**src/rtl/phofs_pkg.sv**
```systemverilog
package phofs_pkg;

    typedef enum logic [2:0] {
        ST_IDLE,
        ST_HOLD,
        ST_DOWN,
        ST_DRST,
        ST_UP
    } seq_state_t;

    typedef enum logic [1:0] {
        GOAL_TARGET,
        GOAL_ZERO,
        GOAL_FREEZE
    } goal_sel_t;

    typedef struct packed {
        logic      hold;
        logic      drst;
        logic      busy;
        goal_sel_t goal;
    } seq_ctrl_t;

    function automatic seq_ctrl_t decode_state(seq_state_t s);
        seq_ctrl_t c;
        c.hold = (s != ST_IDLE);
        c.busy = (s != ST_IDLE);
        c.drst = (s == ST_DRST);
        case (s)
            ST_IDLE: c.goal = GOAL_TARGET;
            ST_DOWN: c.goal = GOAL_ZERO;
            ST_UP:   c.goal = GOAL_TARGET;
            default: c.goal = GOAL_FREEZE;
        endcase
        return c;
    endfunction

endpackage

```
**src/rtl/phofs_ramp.sv**
```systemverilog
module phofs_ramp #(
    parameter int W        = 12,
    parameter int STEP     = 4,
    parameter int STEP_DIV = 3
) (
    input  logic                clk,
    input  logic                rst,
    input  logic signed [W-1:0] goal,
    input  logic                freeze,
    output logic signed [W-1:0] applied,
    output logic                at_goal
);
    localparam int CW = (STEP_DIV > 1) ? $clog2(STEP_DIV) : 1;
    localparam logic [CW-1:0] TICK_LAST = CW'(STEP_DIV - 1);
    localparam logic signed [W:0] STEP_P = (W+1)'(STEP);
    localparam logic signed [W:0] STEP_N = -STEP_P;

    logic [CW-1:0]       tick;
    logic signed [W:0]   diff;
    logic signed [W:0]   delta;
    logic signed [W:0]   nxt;

    assign diff    = {goal[W-1], goal} - {applied[W-1], applied};
    assign at_goal = (diff == '0);

    always_comb begin
        if (diff > STEP_P)       delta = STEP_P;
        else if (diff < STEP_N)  delta = STEP_N;
        else                     delta = diff;
        nxt = {applied[W-1], applied} + delta;
    end

    always_ff @(posedge clk) begin
        if (rst) begin
            applied <= '0;
            tick    <= '0;
        end else if (freeze || at_goal) begin
            tick    <= '0;
        end else if (tick == TICK_LAST) begin
            tick    <= '0;
            applied <= nxt[W-1:0];
        end else begin
            tick    <= tick + 1'b1;
        end
    end
endmodule

```
**src/rtl/phofs_ctrl.sv**
```systemverilog
module phofs_ctrl
    import phofs_pkg::*;
(
    input  logic      clk,
    input  logic      rst,
    input  logic      cal_req,
    input  logic      at_goal,
    output seq_ctrl_t ctrl
);
    seq_state_t state, state_n;

    always_comb begin
        state_n = state;
        case (state)
            ST_IDLE: if (cal_req) state_n = ST_HOLD;
            ST_HOLD: state_n = ST_DOWN;
            ST_DOWN: if (at_goal) state_n = ST_DRST;
            ST_DRST: state_n = ST_UP;
            ST_UP:   if (at_goal) state_n = ST_IDLE;
            default: state_n = ST_IDLE;
        endcase
    end

    always_ff @(posedge clk) begin
        if (rst) state <= ST_IDLE;
        else     state <= state_n;
    end

    assign ctrl = decode_state(state);
endmodule

```
**src/rtl/phofs_recal_seq.sv**
```systemverilog
module phofs_recal_seq
    import phofs_pkg::*;
#(
    parameter int OFS_W    = 12,
    parameter int STEP     = 4,
    parameter int STEP_DIV = 3
) (
    input  logic                    clk,
    input  logic                    rst,
    input  logic                    cal_req,
    input  logic signed [OFS_W-1:0] target_ofs,
    output logic signed [OFS_W-1:0] applied_ofs,
    output logic                    holdover,
    output logic                    div_rst,
    output logic                    busy
);
    seq_ctrl_t                 ctrl;
    logic signed [OFS_W-1:0]   tgt_q;
    logic signed [OFS_W-1:0]   goal;
    logic                      at_goal;

    always_ff @(posedge clk) begin
        if (rst) tgt_q <= '0;
        else     tgt_q <= target_ofs;
    end

    always_comb begin
        case (ctrl.goal)
            GOAL_ZERO: goal = '0;
            GOAL_TARGET: goal = tgt_q;
            default:   goal = applied_ofs;
        endcase
    end

    phofs_ctrl u_ctrl (
        .clk     (clk),
        .rst     (rst),
        .cal_req (cal_req),
        .at_goal (at_goal),
        .ctrl    (ctrl)
    );

    phofs_ramp #(
        .W        (OFS_W),
        .STEP     (STEP),
        .STEP_DIV (STEP_DIV)
    ) u_ramp (
        .clk     (clk),
        .rst     (rst),
        .goal    (goal),
        .freeze  (ctrl.goal == GOAL_FREEZE),
        .applied (applied_ofs),
        .at_goal (at_goal)
    );

    assign holdover = ctrl.hold;
    assign div_rst  = ctrl.drst;
    assign busy     = ctrl.busy;
endmodule

```
**config.mk**
```make
export PLATFORM = sky130hd
export DESIGN_NAME = phofs_recal_seq
export DESIGN_NICKNAME = d
export VERILOG_FILES = /design/src/rtl/phofs_pkg.sv /design/src/rtl/phofs_ramp.sv /design/src/rtl/phofs_ctrl.sv /design/src/rtl/phofs_recal_seq.sv
export SDC_FILE = /design/constraint.sdc
export NUM_CORES = 1
export LEC_CHECK = 0
export CAP_MARGIN = 10
export CORE_ASPECT_RATIO = 0.9
export CORE_MARGIN = 10
export CORE_UTILIZATION = 30
export CTS_CLUSTER_DIAMETER = 80
export DETAILED_ROUTE_END_ITERATION = 7
export PLACE_DENSITY = 0.54
export SETUP_SLACK_MARGIN = 0.4
export SLEW_MARGIN = 20
export SYNTH_ARGS = -nofsm -noshare
export SYNTH_HDL_FRONTEND = slang
export SYNTH_SLANG_ARGS = --single-unit
```
**constraint.sdc**
```tcl
create_clock -name clk -period 6.2 [get_ports clk]
set_input_delay 0.93 -clock clk [delete_from_list [all_inputs] [get_ports clk]]
set_output_delay 0.93 -clock clk [all_outputs]
set_load 0.01 [all_outputs]
```
==> reports/qor.log <==
INFO  clock_tree     cts_inserted_buffers=5
INFO  drt            drt_iter0_drc=92
INFO  global_routing grt_pass1_vias=2065
INFO  drt            drc=0
INFO  sta            totalNegativeSetupSlack=0ps
INFO  placement      dpl.hpwl=4.88mm
INFO  pwr            power_frac_comb=0.497
INFO  logic_synthesis mean_cell_area_of_the_mapped_netlist=8.66um^2
INFO  finish         layoutNonFillerInstCount=415
INFO  placement      place_congestion=0.826
INFO  clock_tree     cts.htree.levels=2
INFO  die            core-area=8070um^2
INFO  setup_path     cp.required=6410ps
INFO  sta            slew_at_the_pin_closest_to_its_max_slew_limit=894ps
INFO  global_routing wire_length_of_the_first_global_routing_pass=10.4mm
INFO  drt            drt-vias-per-instance=5.17
INFO  setup_path     timing.critical_path.max_delay_family=compound AO/OA/AOI/OAI gates
INFO  pwr            internal_power_summed_over_all_cells=518uW
INFO  pwr            switching_share=0.377
INFO  drt            drt_pre_antenna_iters=4
INFO  clock_tree     clock_insertion_delay_at_the_later_pin_of_the_skew_report=280ps
INFO  die            fp.dieH=106um
INFO  finish         end_of_flow_core_utilization=0.370
INFO  global_routing total_global_routing_track_utilization=0.104
INFO  logic_synthesis count_of_state_elements_after_synthesis=29
INFO  logic_synthesis yosysSeqAreaShare=0.233
INFO  sta            min_period_over_period=0.853
INFO  clock_tree     clock_path_buffers=2
INFO  clock_tree     clk_pin_slew=60ps
INFO  sta            finalClockSkew=4.89ps
INFO  sta            report.final.hold_viol_count=0
INFO  die            floorplan.initialDensity=0.309
INFO  finish         num_antenna_cells=0
INFO  logic_synthesis postSynthNetCount=329
INFO  placement      numPortBuffers=29
INFO  logic_synthesis post_synth_num_cell_types=59
INFO  logic_synthesis syn-instance-count=288
INFO  setup_path     path_class=flop to flop
INFO  setup_path     path_common_cell=nor2_1
INFO  setup_path     path_max_fanout=10
INFO  finish         layout_cell_share_with_drive_strength_beyond_1=0.0981
INFO  run_status     run_status=completed
INFO  die            floorplan.die_area=12400um^2
INFO  placement      place.detailed.instances=407
INFO  pwr            power.net_switching=314uW
INFO  setup_path     critical_path.startpoint_type=flop
INFO  logic_synthesis synth_top_flop_cell=dfxtp_1
INFO  sta            finalSetupViolations=0
INFO  finish         final_common_cell=nor2_1
INFO  global_routing grt_antenna_before_repair=0
INFO  sta            period_needed=5290ps
INFO  pwr            power_frac_clock=0.246
INFO  global_routing global_route.overflow_total=0
INFO  sta            unrepaired_setup_endpoints_after_global_routing=false
INFO  logic_synthesis fraction_of_synthesis_flops_using_an_asynchronous_set_or_reset_pin=0
INFO  setup_path     arrival=5500ps
INFO  global_routing largest_net_degree_at_the_start_of_global_routing=30
INFO  setup_path     crit_chain=nor2_1, a22oi_1, ha_1, fa_1, nand2b_1, a211oi_2, a2bb2oi_4, a41oi_4, o2bb2ai_1, nand4_1, o21a_1, nor2_1, ha_1, fa_1, a21o_1, a21oi_1, o211ai_1, a31o_2, a21oi_1, xnor2_1, mux2i_1, nor2_1
INFO  logic_synthesis synth.cell_area=2490um^2
INFO  drt            route.detailed.wl_per_inst=14.9um
INFO  drt            postRouteWirelength=6.18mm
INFO  clock_tree     tritoncts=built
INFO  drt            postRouteAntennaNets=0
INFO  setup_path     end_kind=flop
INFO  die            core.rowCount=31
INFO  finish         areaGrowthSynthToFinish=19.7%
INFO  pwr            power_leakage=1.16nW
INFO  sta            slew_headroom=0.402
INFO  die            io-pin-count=30
INFO  pwr            max-vdd-ir-drop=0.146mV
INFO  drt            via_count=2145
INFO  pwr            share_seq_of_total_power=0.257
INFO  sta            max_slew_vio_count=0
INFO  pwr            p_per_area=279nW/um^2
INFO  worst_hold_path min_path_type=flop to flop
INFO  setup_path     cp.buffers_inverters=0
INFO  clock_tree     cts.sinks=29
INFO  logic_synthesis synth_edf_count=0
INFO  sta            clock.fmax=0.189GHz
INFO  job            timing.max_cap.violations=0
INFO  setup_path     cpMaxStageDelayCell=nor2_1
INFO  clock_tree     cts.root.buffer_cell=clkbuf_8
INFO  finish         most-common-layout-cells=nor2_1, clkdlybuf4s50_1, dfxtp_1, ha_1, inv_1
INFO  setup_path     cp_slowest_stage_delay=460ps
INFO  logic_synthesis synthesis.yosys.warnings=0
INFO  die            dieWidth=116um
INFO  finish         finish.net_count=356
-- flip-flops by register name, summed over array words and instances (netlist names) --
register,count
u_ramp.applied,12
tgt_q,12
u_ctrl.state,3
u_ramp.tick,2
-- metrics by stage --
stage | cell area, um^2 | power (mW) | setup slack [ps] | hold slack [ps]
after floorplan | 2490 | 0.540 | 1280 | 396
after global placement | 2860 | 0.629 | 936 | 405
after detailed placement | 2860 | 0.629 | 797 | 412
after CTS | 2980 | 0.841 | 748 | 422
after global routing | 2990 | 0.897 | 442 | 455
final | 2990 | 0.832 | 909 | 416
-- path summary, 6_finish.rpt --
path,from,to,slack [ps],cells past startpoint
worst min-delay path,u_ramp.tick[0]$_SDFF_PP0_,u_ramp.tick[0]$_SDFF_PP0_,420,1
worst max-delay path,u_ctrl.state[0]$_SDFFE_PP0P_,u_ramp.applied[10]$_SDFFE_PP0P_,910,22
worst max register to register,u_ctrl.state[0]$_SDFFE_PP0P_,u_ramp.applied[10]$_SDFFE_PP0P_,910,22
worst min register to register,u_ramp.tick[0]$_SDFF_PP0_,u_ramp.tick[0]$_SDFF_PP0_,420,1
-- kinds of logic after synthesis --
| family | share of synthesized area |
|---|---|
| multiplexers | 0.0482 |
| adder cells (fa/ha/maj) | 0.136 |
| buffers and inverters | 0.0507 |
| flip-flops | 0.233 |
| AO/OA/AOI/OAI | 0.250 |
| AND/OR/NAND/NOR | 0.223 |
| XOR/XNOR | 0.0592 |
-- synthesized netlist by cell type (all sizes together) (2+ instances only) --
cell / n / area, um^2
inv: 17 / 63.8
and3: 4 / 25.0
nor4: 6 / 43.8
nand3: 2 / 10.0
nand2: 11 / 43.8
o21a: 4 / 30.0
nor3b: 2 / 20.0
mux2i: 12 / 120
or2: 2 / 12.5
a31oi: 3 / 18.8
clkbuf: 7 / 26.3
o21ai: 10 / 53.8
fa: 2 / 40.0
dfxtp: 29 / 581
ha: 24 / 300
nand2b: 8 / 50.1
a21o: 5 / 37.5
nor2: 32 / 123
nor2b: 13 / 81.3
or3: 4 / 25.0
o2bb2ai: 8 / 70.1
nand3b: 2 / 15.0
xnor2: 10 / 87.6
xor2: 6 / 60.1
o211ai: 5 / 37.5
a21oi: 11 / 55.1
buf: 4 / 32.5
a211oi: 7 / 75.1
a22o: 11 / 96.3
nor3: 9 / 56.3
-- power groups by stage --
| stage | clock network (mW) | logic [mW] | registers [mW] |
|---|---|---|---|
| final | 0.205 | 0.414 | 0.214 |
| after global placement | 0 | 0.411 | 0.219 |
| after CTS | 0.213 | 0.414 | 0.214 |
| after global routing | 0.220 | 0.460 | 0.216 |
| after detailed placement | 0 | 0.411 | 0.219 |
| after floorplan | 0 | 0.324 | 0.216 |
-- routing by layer --
layer  up-vias  GRT usage  part of all wire
met5         -          0                 0
met4         0     0.0357             0.013
met3         6     0.0219             0.041
met2        45      0.155              0.43
met1       981      0.143              0.52
li1       1113          -                 -
-- area by class of cell --
cell class | instances | area, um^2
Inverter | 18 | 67.6
Tap cell | 99 | 124
Multi-Input combinational cell | 230 | 1790
Sequential cell | 29 | 581
Clock buffer | 6 | 82.6
Clock inverter | 2 | 37.5
Timing Repair Buffer | 31 | 305
Fill cell | 827 | 5080
-- worst register-to-register path: cells and delay by family (launching register included) --
| family | cells | cell delay [ps] |
|---|---|---|
| AND/OR/NAND/NOR | 5 | 930 |
| XOR/XNOR | 1 | 140 |
| adder cells (fa/ha/maj) | 4 | 1280 |
| multiplexers | 1 | 90 |
| flip-flops | 1 | 360 |
| AO/OA/AOI/OAI | 11 | 2450 |
-- what timing repair did --
item / 4_1_cts / 5_1_grt
buffers inserted: 0 / 0
hold buffers: 0 / 0
endpoints found under the setup margin: 0 / 2
resized for setup: 0 / 1
Note: power is estimated with default switching activity, not from simulation.
